--- src/rtl/irq_vec_pkg.sv ---
// Shared constants for the vectored interrupt controller.
// Assumes six sources ranked by index, index 0 the highest.
package irq_vec_pkg;
    localparam int NSRC    = 6;
    localparam int IDX_W   = 3;
    localparam int VEC_W   = 8;
    localparam int STAT_LSB = 1;
    localparam logic [IDX_W-1:0] CODE_NONE = 3'b111;

    localparam int CTL_VIS   = 0;
    localparam int CTL_NOVEC = 1;
    localparam int CTL_SWACK = 5;
    localparam logic [VEC_W-1:0] CTRL_MASK =
        VEC_W'((1 << CTL_VIS) | (1 << CTL_NOVEC) | (1 << CTL_SWACK));

    localparam int CMD_RST_IUS = 0;
    localparam int CMD_SW_RST  = 1;

    typedef enum logic [1:0] {
        ADDR_CTRL  = 2'd0,
        ADDR_CMD   = 2'd1,
        ADDR_VEC_A = 2'd2,
        ADDR_VEC_B = 2'd3
    } reg_addr_e;
endpackage

--- src/rtl/irq_prio_pick.sv ---
// Fixed-priority picker: reports whether any request is set and the
// index of the lowest-numbered (highest-priority) one.
// Assumes IDX_W is wide enough to hold N-1.
module irq_prio_pick #(
    parameter int N     = 6,
    parameter int IDX_W = 3
) (
    input  logic [N-1:0]     req,
    output logic             found,
    output logic [IDX_W-1:0] idx
);
    // Scan from lowest priority upward so the highest one wins.
    always_comb begin
        found = 1'b0;
        idx   = '0;
        for (int i = N - 1; i >= 0; i--) begin
            if (req[i]) begin
                found = 1'b1;
                idx   = IDX_W'(i);
            end
        end
    end
endmodule

--- src/rtl/irq_ack_seq.sv ---
// Hardware acknowledge sequencer: counts acknowledge-low cycles, issues
// one grant pulse when the settle window ends, and remembers the grant
// until the strobe is released. Assumes SETTLE_CYCLES >= 1.
module irq_ack_seq #(
    parameter int SETTLE_CYCLES = 3
) (
    input  logic clk,
    input  logic rst_n,
    input  logic ack_n,
    input  logic ien_in,
    input  logic cand_valid,
    output logic grant,
    output logic hit
);
    localparam int CW = $clog2(SETTLE_CYCLES + 1);
    logic [CW-1:0] cnt_q;

    assign grant = !ack_n && (cnt_q == CW'(SETTLE_CYCLES - 1)) && ien_in && cand_valid;

    // Settle counter and grant memory, both cleared when the strobe is high.
    always_ff @(posedge clk) begin
        if (!rst_n || ack_n) begin
            cnt_q <= '0;
            hit   <= 1'b0;
        end else begin
            if (cnt_q != CW'(SETTLE_CYCLES)) cnt_q <= cnt_q + 1'b1;
            if (grant) hit <= 1'b1;
        end
    end

    // a grant is remembered on the following edge.
    a_r7_hit_follows_grant: assert property (@(posedge clk) disable iff (!rst_n)
        grant |=> hit);
endmodule

--- src/rtl/irq_vec_fmt.sv ---
// Vector formatter: returns the base byte, optionally with the status
// code placed in bits [3:1]. Assumes VEC_W exceeds STAT_LSB + IDX_W.
module irq_vec_fmt
    import irq_vec_pkg::*;
(
    input  logic [VEC_W-1:0] base,
    input  logic [IDX_W-1:0] code,
    input  logic             with_status,
    output logic [VEC_W-1:0] vec
);
    // Merge the code into its field when status is requested.
    always_comb begin
        vec = base;
        if (with_status) vec[STAT_LSB +: IDX_W] = code;
    end
endmodule

--- src/rtl/irq_vector_ctrl.sv ---
// Vectored interrupt priority controller top. It holds the pending,
// in-service, control and base registers, serves bus reads with a
// read-freeze holder, and accepts hardware or read-triggered acknowledges.
// Assumes single-cycle writes and reads held one or more cycles.
module irq_vector_ctrl
    import irq_vec_pkg::*;
#(
    parameter int SETTLE_CYCLES = 3
) (
    input  logic             clk,
    input  logic             rst_n,
    input  logic             bus_cs,
    input  logic             bus_rd,
    input  logic             bus_wr,
    input  logic [1:0]       bus_addr,
    input  logic [VEC_W-1:0] bus_wdata,
    output logic [VEC_W-1:0] bus_rdata,
    input  logic [NSRC-1:0]  src_set,
    input  logic [NSRC-1:0]  src_clr,
    input  logic             ack_n,
    input  logic             ien_in,
    output logic             ien_out,
    output logic             int_n,
    output logic             vec_drive
);
    logic [NSRC-1:0]  pend_q, ius_q, above, eligible;
    logic [VEC_W-1:0] ctrl_q, base_q, held_q, live_rd, vec_a, vec_b;
    logic             rd_q, cand_valid, ius_valid, hw_grant, hw_hit;
    logic [IDX_W-1:0] cand_idx, ius_idx, status_code;
    logic             rd_now, rd_start, wr_cmd, rst_ius, sw_rst, sw_grant, grant_any;
    reg_addr_e        addr;

    assign addr     = reg_addr_e'(bus_addr);
    assign rd_now   = bus_cs && bus_rd;
    assign rd_start = rd_now && !rd_q;
    assign wr_cmd   = bus_cs && bus_wr && (addr == ADDR_CMD);
    assign rst_ius  = wr_cmd && bus_wdata[CMD_RST_IUS];
    assign sw_rst   = wr_cmd && bus_wdata[CMD_SW_RST];

    // Sources not outranked by any in-service bit (own bit included).
    always_comb begin
        logic acc;
        acc = 1'b0;
        for (int i = 0; i < NSRC; i++) begin
            acc      = acc | ius_q[i];
            above[i] = !acc;
        end
    end
    assign eligible = pend_q & above;

    irq_prio_pick #(.N(NSRC), .IDX_W(IDX_W)) u_pick_pend (
        .req(eligible), .found(cand_valid), .idx(cand_idx));
    irq_prio_pick #(.N(NSRC), .IDX_W(IDX_W)) u_pick_ius (
        .req(ius_q), .found(ius_valid), .idx(ius_idx));

    irq_ack_seq #(.SETTLE_CYCLES(SETTLE_CYCLES)) u_ack (
        .clk(clk), .rst_n(rst_n), .ack_n(ack_n), .ien_in(ien_in),
        .cand_valid(cand_valid), .grant(hw_grant), .hit(hw_hit));

    assign sw_grant  = rd_start && (addr == ADDR_VEC_B) && ctrl_q[CTL_SWACK]
                       && ien_in && cand_valid;
    assign grant_any = hw_grant || sw_grant;

    // Status follows the in-service lock, else the best eligible request.
    always_comb begin
        if (ius_valid)       status_code = ius_idx;
        else if (cand_valid) status_code = cand_idx;
        else                 status_code = CODE_NONE;
    end

    irq_vec_fmt u_fmt_a (.base(base_q), .code(status_code),
        .with_status(ctrl_q[CTL_VIS]), .vec(vec_a));
    irq_vec_fmt u_fmt_b (.base(base_q), .code(status_code),
        .with_status(1'b1), .vec(vec_b));

    // Pending flags: condition clears first, new events then set.
    always_ff @(posedge clk) begin
        if (!rst_n || sw_rst) pend_q <= '0;
        else                  pend_q <= (pend_q & ~src_clr) | src_set;
    end

    // In-service flags: set by a grant, cleared only by command or reset.
    always_ff @(posedge clk) begin
        if (!rst_n || sw_rst) begin
            ius_q <= '0;
        end else begin
            ius_q <= (ius_q & ~((rst_ius && ius_valid) ? (NSRC'(1) << ius_idx) : '0))
                   | (grant_any ? (NSRC'(1) << cand_idx) : '0);
        end
    end

    // Control and base registers written over the bus.
    always_ff @(posedge clk) begin
        if (!rst_n) begin
            ctrl_q <= '0;
            base_q <= '0;
        end else if (bus_cs && bus_wr) begin
            if (addr == ADDR_CTRL)  ctrl_q <= bus_wdata & CTRL_MASK;
            if (addr == ADDR_VEC_A) base_q <= bus_wdata;
        end
    end

    // Live read value selected by address.
    always_comb begin
        case (addr)
            ADDR_CTRL:  live_rd = ctrl_q;
            ADDR_CMD:   live_rd = {{(VEC_W-NSRC){1'b0}}, pend_q};
            ADDR_VEC_A: live_rd = vec_a;
            default:    live_rd = vec_b;
        endcase
    end

    // Read holder: captures the first-cycle value of each read.
    always_ff @(posedge clk) begin
        if (!rst_n) begin
            rd_q   <= 1'b0;
            held_q <= '0;
        end else begin
            rd_q <= rd_now;
            if (rd_start) held_q <= live_rd;
        end
    end

    assign vec_drive = !ack_n && hw_hit && !ctrl_q[CTL_NOVEC];
    assign bus_rdata = vec_drive ? vec_a : (rd_now ? (rd_q ? held_q : live_rd) : '0);
    assign int_n     = !(cand_valid && ien_in);
    assign ien_out   = ien_in && !(|ius_q) && !(!ack_n && |pend_q);

    // with nothing pending the request is inactive.
    a_r2_int_idle: assert property (@(posedge clk) disable iff (!rst_n)
        !(|pend_q) |-> int_n);
    // an in-service bit drops only after a command write.
    a_r10_ius_clear_by_cmd: assert property (@(posedge clk) disable iff (!rst_n)
        (|($past(ius_q) & ~ius_q)) |-> $past(rst_ius || sw_rst));
    // a new in-service bit belongs to a source that was pending.
    a_r7_ius_from_pending: assert property (@(posedge clk) disable iff (!rst_n)
        ((ius_q & ~$past(ius_q) & ~$past(pend_q)) == '0));
    // at most one source enters service per cycle.
    a_r9_single_grant: assert property (@(posedge clk) disable iff (!rst_n)
        $countones(ius_q & ~$past(ius_q)) <= 1);
    // a continuing read returns a steady value.
    a_r6_read_hold: assert property (@(posedge clk) disable iff (!rst_n)
        (rd_q && rd_now && !vec_drive && $past(!vec_drive)) |-> $stable(bus_rdata));
endmodule

--- config.mk ---
export PLATFORM = sky130hd
export DESIGN_NAME = irq_vector_ctrl
export DESIGN_NICKNAME = d
export VERILOG_FILES = /design/src/rtl/irq_vec_pkg.sv /design/src/rtl/irq_prio_pick.sv /design/src/rtl/irq_ack_seq.sv /design/src/rtl/irq_vec_fmt.sv /design/src/rtl/irq_vector_ctrl.sv
export SDC_FILE = /design/constraint.sdc
export NUM_CORES = 1
export LEC_CHECK = 0
export ABC_AREA = 0
export BUFFER_PORTS_ARGS = -buffer_cell sky130_fd_sc_hd__buf_4
export CAP_MARGIN = 20
export CORE_MARGIN = 5
export CORE_UTILIZATION = 35
export DETAILED_ROUTE_END_ITERATION = 16
export GPL_TIMING_DRIVEN = 0
export PLACE_DENSITY_LB_ADDON = 0.08
export SLEW_MARGIN = 20
export SYNTH_ARGS = -nofsm -noshare
export SYNTH_HDL_FRONTEND = slang
export SYNTH_SLANG_ARGS = --single-unit
--- constraint.sdc ---
create_clock -name clk -period 3.6 [get_ports clk]
set_input_delay 1.08 -clock clk [delete_from_list [all_inputs] [get_ports clk]]
set_output_delay 1.08 -clock clk [all_outputs]
set_load 0.02 [all_outputs]
# Yosys cells after proc, flatten, opt, wreduce, memory -nomap -nowiden
# Index checks and enable logic that the tools add are counted.
totals:
  register_bits: 35
  input_bits: 29
  word_cells: 102
classes:
  add_sub_neg: 1
  eq_ne: 5
  shifts: 2
  n_mux: 33
  n_bitwise: 12
  reduce_logical: 41
op_table:
  columns: ["operator", "n"]
  rows:
  - ["$mux W3", 15]
  - ["$mux W8", 3]
  - ["$pmux W8 S3", 1]
  - ["$logic_and A1 B1 Y1", 20]
  - ["$and A6 B6 Y6", 3]
  - ["$logic_not A1 Y1", 13]
  - ["$mux W1", 12]
  - ["$mux W6", 2]
  - ["$not A6 Y6", 2]
  - ["$or A6 B6 Y6", 2]
  - ["$reduce_or A6 Y1", 2]
  - ["$shl A1 B3 Y6 const A", 2]
  - ["$eq A2 B2 Y1 const B", 3]
  - ["$or A1 B1 Y1", 5]
  - ["$reduce_and A2 Y1", 2]
  - ["$logic_or A1 B1 Y1", 3]
  - ["$add A2 B1 Y2 const B", 1]
  - ["$eq A2 B1 Y1 const B", 1]
  - ["$logic_not A2 Y1", 1]
  - ["$ne A2 B2 Y1 const B", 1]

# Depth between registers and ports, before layout
# Gate-level depths: netlist of the first run.
logic_depth:
  word_depth: 20
  mapped_depth: 8
  depth_no_buf: 8

# Cells and area by module
# Synthesis of the first run repeated with hierarchy kept, for this count alone.
unflattened:
  cells_unflattened: 265
  area_unflattened_um2: 2135.8
modules_own_cells:
  columns: ["mod", "instances", "cells_each", "area_per_inst_um2", "seq_area_each_um2"]
  rows:
  - ["irq_vector_ctrl", 1, 213, 1734.2, 640.6]
  - ["irq_ack_seq", 1, 16, 143.9, 60.1]
  - ["irq_vec_fmt", 2, 8, 71.3, 0.0]
  - ["irq_prio_pick", 2, 10, 57.6, 0.0]

# Least setup slack after synthesis of the first run
# OpenSTA, ideal clock, no wires.
synth_timing:
  path_type: "input port to output port"
  from: "input port bus_addr[0]"
  to: "output port bus_rdata[3]"
  arrival_ns: 2.358
  t_required_ns: 2.520
  slack_ns: 0.162
  cell_stages: 6
  n_path_buf: 2
  path_cell_list: "clkbuf_1 -> clkbuf_1 -> o31ai_1 -> a21oi_1 -> o21ai_0 -> a31oi_1"
synth_between:
  elab_chain_cells: 5
  elab_cells_between_ends: 7
  classes_between: "2 x eq/ne; 4 x mux; 1 x reduce/logical"
synth_rtl:
  columns: ["item", "line", "text"]
  rows:
  - ["start, declared", "irq_vector_ctrl.sv:15", "input logic [1:0] bus_addr,"]
  - ["$eq A2 B2 Y1 (tied with other cells)", "irq_vector_ctrl.sv:105", "case (addr)"]
  - ["$pmux W8 S3 (*)", "irq_vector_ctrl.sv:105", null]
  - ["$mux W8 (*) (3 in series)", "irq_vector_ctrl.sv:125", "assign bus_rdata = vec_drive ? vec_a : (rd_now ? (rd_q ? held_q : live_rd) : '0);"]
  - ["end, declared", "irq_vector_ctrl.sv:17", "output logic [VEC_W-1:0] bus_rdata,"]
# Every way passes the cells marked *; elsewhere a longest branch is shown, timed or not.

# Worst setup path after layout of the first run
layout_timing:
  from: "register ius_q[2]"
  to: "output port bus_rdata[1]"
layout_between:
  elab_chain_cells: 19
  elab_cells_between_ends: 34
  classes_between: "25 x mux; 5 x bitwise; 4 x reduce/logical"
layout_rtl:
  columns: ["item", "line", "text"]
  rows:
  - ["start, declared", "irq_vector_ctrl.sv:26", "logic [NSRC-1:0] pend_q, ius_q, above, eligible;"]
  - ["start signal, assigned", "irq_vector_ctrl.sv:87", "ius_q <= (ius_q & ~((rst_ius && ius_valid) ? (NSRC'(1) << ius_idx) : '0))"]
  - ["$or A1 B1 Y1 (4 in series)", "irq_vector_ctrl.sv:45", "acc = acc | ius_q[i];"]
  - ["$logic_not A1 Y1", "irq_vector_ctrl.sv:46", "above[i] = !acc;"]
  - ["$and A6 B6 Y6", "irq_vector_ctrl.sv:49", "assign eligible = pend_q & above;"]
  - ["$mux W3 or $mux W1 (tied branches) (6 in series)", "irq_prio_pick.sv:17", "if (req[i]) begin"]
  - ["$mux W3", "irq_vector_ctrl.sv:67", "else if (cand_valid) status_code = cand_idx;"]
  - ["$mux W3 (*)", "irq_vector_ctrl.sv:66", "if (ius_valid) status_code = ius_idx;"]
  - ["$mux W3", "irq_vec_fmt.sv:14", "if (with_status) vec[STAT_LSB +: IDX_W] = code;"]
  - ["$pmux W8 S3", "irq_vector_ctrl.sv:105", null]
  - ["$mux W8 (2 in series)", "irq_vector_ctrl.sv:125", null]
  - ["$mux W8 (*)", "irq_vector_ctrl.sv:125", null]
# Marks and branches as above.

==> flow_metrics.py, run 1 <==
metrics = {
    "global_route": {
        "track_usage": 0.168,
        "antenna_found_initial": 0,
        "grt_start_max_net_pins": 11,
        "grt_pass1_vias": 1953,
        "grt_pass1_wl_mm": 9.66,
        "grt.overflow.total": 0,
    },
    "sta": {
        "fin_crit_sh": 0.991,
        "slew_headroom": 0.415,
        "setup_violations": 0,
        "finClkSkew_ps": 2.90,
        "finalMaxSlewViolations": 0,
        "worst_pin_slew_ps": 866,
        "min_period_ps": 3570,
        "hold_viol_final": 0,
        "fin_ws_ps": 33.2,
        "fmax_ghz": 0.280,
        "fin_setup_tns_ps": 0,
        "rsz0062_at_grt": "true",
    },
    "placed_design": {
        "dpl.cell_count": 384,
        "io_buffer_count": 38,
        "hpwl_mm": 4.44,
        "routabilityCongestion": 0.847,
        "pre_cts_slack_ps": -77.9,
    },
    "floorplanning": {
        "dieArea_sq_um": 7240,
        "pin_count": 40,
        "die_height_um": 85.1,
        "initial_core_util": 0.359,
        "core_area_sq_um": 5510,
        "fp-row-count": 27,
        "die_w_um": 85.1,
    },
    "routing": {
        "drt_iter0_drc": 114,
        "via_count": 2102,
        "drtPass1Iterations": 4,
        "wl_per_cell_um": 14.8,
        "wirelength_mm": 5.84,
        "remaining_drc_errors": 0,
        "postRouteAntennaNets": 0,
        "vias_per_cell": 5.34,
    },
    "hold_path": {
        "hp-class": "reg -> reg",
        "hold_end": "held_q[0]$_SDFFE_PN0P_",
        "min_path_cells": 2,
        "hp-start": "held_q[0]$_SDFFE_PN0P_",
    },
    "cts": {
        "htree_levels": 2,
        "cts_tree": "yes",
        "clk_path_buf_depth": 2,
        "hold_buffers": 0,
        "cts.clk_slew.worst_paths_ps": 70,
        "clock-sinks": 35,
        "cts_inserted_buffers": 5,
        "cts_root_buf": "clkbuf_8",
        "clock_latency_ps": 290,
    },
    "final_layout": {
        "num_antenna_cells": 0,
        "area.growth.synth_to_final_pct": 28.2,
        "final_cells": 394,
        "final_util": 0.460,
        "drive_gt1_frac": 0.227,
        "fin_nets": 352,
        "n_fill_cell": 584,
    },
    "synthesis": {
        "synth_area_per_cell_sq_um": 7.21,
        "synthAdderAreaFrac": 0.0127,
        "synth_edf_count": 0,
        "ys.flop_type": "dfxtp_1",
        "synth_mux_area_frac": 0.0361,
        "synthXorXnorAreaFrac": 0.00444,
        "syn_inst": 274,
        "netlist_area_sq_um": 1970,
        "synth_cell_type_count": 49,
        "yosysWarnings": 0,
        "yosysSeqAreaShare": 0.355,
        "ys_ff_latch": 35,
        "synth_compound_area_frac": 0.260,
        "async_reset_ff_frac": 0,
        "synth_top_family_by_area": "simple AND/OR/NAND/NOR gates",
        "syn_nets": 305,
        "yosys.area_share.simple": 0.271,
    },
    "pwr": {
        "ir_worst_vdd_v": 0.000247,
        "p_per_area_nw_per_um2": 345,
        "p_leak_uw": 0.00103,
        "finalPower_uw": 874,
    },
    "setup_path": {
        "cp.required_ps": 2520,
        "rr_startpoint": "ius_q[2]$_SDFF_PP0_",
        "crit_path_start_kind": "flip-flop",
        "setup.worst_path.end_class": "output pin",
        "crit_chain": "or4_4 -> nand4bb_4 -> a2bb2o_4 -> o311ai_2 -> o211ai_1 -> o311ai_2 -> buf_4",
        "worst-setup-path-type": "reg -> out",
        "critical-path-top-delay-family": "simple AND/OR/NAND/NOR gates",
        "cp.arrival_ps": 2490,
        "worstRegToRegCells": 8,
        "cp_slowest_cell": "or4_4",
        "worstPathMaxFanout": 7,
        "worst_path_largest_cell_delay_ps": 600,
        "cp_common_cell": "o311ai_2",
        "path_buf_inv": 1,
        "regToRegSetupSlack_ps": 1350,
        "r2r_end": "held_q[1]$_SDFFE_PN0P_",
    },
    "job": {
        "maxCapViolations": 0,
    },
    "run_status": {
        "status": "complete, no violations",
    },
}
[through the flow]
step	instance area [sq um]	hold WS (ps)
after CTS	2470	462
after floorplan	1970	432
after global routing	2530	490
after detailed placement	2350	451
after global placement	2350	442
final	2530	458
[cell type report]
type                            count  area [sq um]  area share
Tap cell                           72          90.1      0.0356
Clock buffer                        8           100      0.0395
Multi-Input combinational cell    211          1200       0.476
Sequential cell                    35           709       0.280
Inverter                           14          53.8      0.0213
Buffer                             10          43.8      0.0173
Timing Repair Buffer               44           330       0.130
[report_power, final]
group          internal, uW  leakage (uW)  total, uW  switching, uW
sequential              397      0.000287        411           14.3
clock                   175     0.0000515        325            150
combinational          64.9      0.000690        138           73.1
[worst max path at each step]
stage / slack, ps / to / start / depth (start not counted)
after global placement: -120 / bus_rdata[1] / ack_n / 9
after floorplan: 160 / bus_rdata[3] / bus_addr[0] / 6
after CTS: 10 / bus_rdata[2] / bus_cs / 8
after detailed placement: -80 / bus_rdata[1] / ack_n / 9
final: 30 / bus_rdata[1] / ius_q[2]$_SDFF_PP0_ / 7
after global routing: -70 / bus_rdata[1] / ius_q[2]$_SDFF_PP0_ / 7
[synth_stat cells, types with 2 or more instances]
master | number | area, sq um
nand2b_1 | 2 | 12.5
nor3_1 | 6 | 30.0
nand3_1 | 4 | 20.0
mux2i_1 | 6 | 60.1
nor3b_1 | 2 | 15.0
o21ai_0 | 9 | 45.0
buf_6 | 2 | 22.5
a22o_1 | 2 | 17.5
o311ai_0 | 2 | 17.5
nand2_1 | 55 | 206
dfxtp_1 | 35 | 701
ha_1 | 2 | 25.0
a21oi_1 | 37 | 185
a31oi_1 | 6 | 37.5
nor4_1 | 2 | 12.5
o31ai_1 | 5 | 37.5
o311ai_1 | 2 | 17.5
buf_1 | 2 | 7.51
nor2_1 | 36 | 135
nor2b_1 | 4 | 25.0
clkbuf_1 | 10 | 37.5
a22oi_1 | 3 | 22.5
inv_1 | 13 | 48.8
a21o_2 | 2 | 17.5
[worst register-to-register path, delay by kind of cell, from the launching register on]
family	cells	cell delay [ps]
compound gates	4	670
flops	1	350
simple gates	2	850
buf+inv	2	300
[placed cells by master (no fill, tap or decap), types with 6 or more instances in the layout]
cell type,count
inv_1,13
mux2i_1,6
clkbuf_1,6
o21ai_0,8
nand2_1,54
dfxtp_1,32
a21oi_1,37
clkbuf_8,7
nor2_1,36
a31oi_1,6
buf_4,44
[cell families (layout without fill, tap and decap cells)]
| family | after synthesis | in the layout |
|---|---|---|
| DFF | 35 | 35 |
| and+or+nand+nor | 120 | 120 |
| xor gates and xnor gates | 1 | 1 |
| buffers and inverters | 28 | 76 |
| muxes | 7 | 7 |
| adders and majority gates | 2 | 2 |
| AOI/OAI and AO/OA | 81 | 81 |
[timing repair]
| item | 4_1_cts | 5_1_grt |
|---|---|---|
| hold endpoints to repair | 0 | 0 |
| gates cloned | 0 | 0 |
| endpoints found under the setup margin | 5 | 5 |
| pin swaps | 3 | 4 |
| resized for setup | 5 | 18 |
| setup buffers | 2 | 4 |
[registers in the layout, summed over array words and instances, names as in the netlist]
signal	flops
held_q	8
pend_q	6
u_ack.hit	1
rd_q	1
ius_q	6
base_q	8
u_ack.cnt_q	2
ctrl_q	3
[layer usage]
metal  wire, um  global-route usage  part of all wire  vias up
li1           -                   -                 -     1058
met1       2930               0.246              0.50      990
met2       2590               0.242              0.44       44
met3        233              0.0320             0.040       10
met4         97              0.0619             0.017        0
met5          0                   0                 0        -
Power figures use the tool's default switching activity.
==> run 2, diff against run 1 <==
REMOVE_ABC_BUFFERS = 1   (was default)
==> flow_metrics.py, run 2 (synthesis gave the netlist of run 1 again) <==
metrics = {
    "run_status": {
        "status": "complete, but fails checks",
        "violations": "setup timing",
    },
    "cts": {
        "cts_inserted_buffers": 5,
        "clock-sinks": 35,
        "htree_levels": 2,
        "clock_latency_ps": 290,
        "cts.clk_slew.worst_paths_ps": 70,
        "cts_root_buf": "clkbuf_8",
        "cts_tree": "yes",
        "hold_buffers": 0,
        "clk_path_buf_depth": 2,
    },
    "routing": {
        "wl_per_cell_um": 14.4,
        "vias_per_cell": 5.23,
        "remaining_drc_errors": 0,
        "via_count": 2028,
        "drt_iter0_drc": 100,
        "postRouteAntennaNets": 0,
        "drtPass1Iterations": 4,
        "wirelength_mm": 5.59,
    },
    "final_layout": {
        "layout_commonest_cell": "nand2_1",
        "final_cell_mix": "nand2_1, buf_4, a21oi_1",
        "final_util": 0.451,
        "area.growth.synth_to_final_pct": 25.7,
        "fin_nets": 348,
        "multi_input_area_sq_um": 1180,
        "finalInstanceArea_sq_um": 2480,
        "drive_gt1_frac": 0.225,
        "num_antenna_cells": 0,
        "reg.largest.list": "base_q x8, held_q x8",
        "n_fill_cell": 592,
        "seq_area_sq_um": 708,
    },
    "hold_path": {
        "hp-start": "base_q[1]$_SDFFE_PN0P_",
        "hold_end": "base_q[1]$_SDFFE_PN0P_",
        "hp-class": "reg -> reg",
        "min_path_cells": 2,
    },
    "sta": {
        "fin_crit_sh": 1.01,
        "worst_pin_slew_ps": 798,
        "finClkSkew_ps": 4.88,
        "fmax_ghz": 0.275,
        "hold_viol_final": 0,
        "slew_headroom": 0.461,
        "min_period_ps": 3630,
        "setup_violations": 1,
        "fin_ws_ps": -30.9,
        "rsz0062_at_grt": "true",
        "fin_setup_tns_ps": -30.9,
        "finalMaxSlewViolations": 0,
    },
    "global_route": {
        "grt.overflow.total": 0,
        "antenna_found_initial": 0,
        "grt_pass1_vias": 1878,
        "track_usage": 0.155,
        "grt_start_max_net_pins": 24,
        "grt_pass1_wl_mm": 9.16,
    },
    "setup_path": {
        "rr_startpoint": "ius_q[2]$_SDFF_PP0_",
        "cp.required_ps": 2520,
        "worstRegToRegCells": 7,
        "worstPathMaxFanout": 7,
        "worst-setup-path-type": "reg -> out",
        "worst_path_largest_cell_delay_ps": 590,
        "regToRegSetupSlack_ps": 1440,
        "r2r_end": "held_q[1]$_SDFFE_PN0P_",
        "crit_chain": "or4_4 -> nand4bb_1 -> a2bb2o_4 -> o311ai_2 -> o211ai_1 -> o311ai_2 -> buf_4",
        "cp_common_cell": "o311ai_2",
        "cp_slowest_cell": "or4_4",
        "setup.worst_path.end_class": "output pin",
        "cp.arrival_ps": 2550,
        "path_buf_inv": 1,
        "crit_path_start_kind": "flip-flop",
        "critical-path-top-delay-family": "compound AO/OA/AOI/OAI gates",
    },
    "placed_design": {
        "io_buffer_count": 39,
        "postPlaceCellArea_sq_um": 2290,
        "routabilityCongestion": 0.872,
        "pre_cts_slack_ps": -91.3,
        "hpwl_mm": 4.09,
    },
    "floorplanning": {
        "die_height_um": 85.1,
        "initial_core_util": 0.359,
        "dieArea_sq_um": 7240,
        "pin_count": 40,
        "fp-row-count": 27,
        "core_area_sq_um": 5510,
        "die_w_um": 85.1,
    },
    "pwr": {
        "p_seq_frac": 0.509,
        "clock_power_share": 0.327,
        "p_leak_uw": 0.00102,
        "p_per_area_nw_per_um2": 325,
        "cell_internal_pwr_uw": 588,
        "comb_power_share": 0.165,
        "ir_worst_vdd_v": 0.000170,
        "switching_share": 0.271,
        "p_switching_uw": 219,
    },
    "job": {
        "maxCapViolations": 0,
    },
}
[run 2: cell count changes in the layout (fill, tap and decap cells not counted), sizes merged]
cell	change
clkbuf	-9
buf	+3
[run 2: cell type report]
type                            instances  area share
Multi-Input combinational cell        211       0.476
Sequential cell                        35       0.285
Timing Repair Buffer                   50       0.151
Tap cell                               72      0.0363
Clock buffer                            6      0.0292
Inverter                               14      0.0217
[run 2: metal layers]
layer  global-route usage  up-vias  share of wire
met3               0.0350        8          0.052
met5                    0        -              0
met4               0.0489        0          0.014
met2                0.239       53           0.45
li1                     -     1038              -
met1                0.213      929           0.48
[run 2: how the worst max path moves through the flow]
stage	cells past startpoint	end	from
2_1_floorplan	6	bus_rdata[1]	ius_q[0]$_SDFF_PP0_
3_3_place_gp	9	bus_rdata[1]	ack_n
3_5_place_dp	9	bus_rdata[1]	ack_n
4_1_cts	7	bus_rdata[1]	ius_q[3]$_SDFF_PP0_
5_1_grt	7	bus_rdata[1]	ius_q[2]$_SDFF_PP0_
6_report	7	bus_rdata[1]	ius_q[2]$_SDFF_PP0_
[run 2: tightest hold or removal path, cell delays in order, from the launching register on]
cell     delay, ps
dfxtp_1        310
nand2_1         50
a21oi_1         50
[run 2: repair_timing]
action | in CTS | in global routing
endpoints found under the setup margin | 2 | 2
pin swaps | 2 | 5
resized for setup | 5 | 6
hold endpoints to repair | 0 | 0
buffers inserted | 2 | 9
[run 2: power groups by stage]
stage / clock, uW / combinational [uW] / sequential [uW]
6_report: 264 / 133 / 410
5_1_grt: 291 / 148 / 412
4_1_cts: 275 / 127 / 412
3_5_place_dp: 0 / 125 / 420
3_3_place_gp: 0 / 125 / 421
2_1_floorplan: 0 / 70.4 / 416
[run 2: stage by stage]
step / total power [uW] / hold WS (ps) / instances
after floorplan: 486 / 432 / 260
after global placement: 546 / 441 / 371
after detailed placement: 546 / 447 / 371
after CTS: 814 / 456 / 379
after global routing: 850 / 474 / 388
final: 807 / 451 / 388
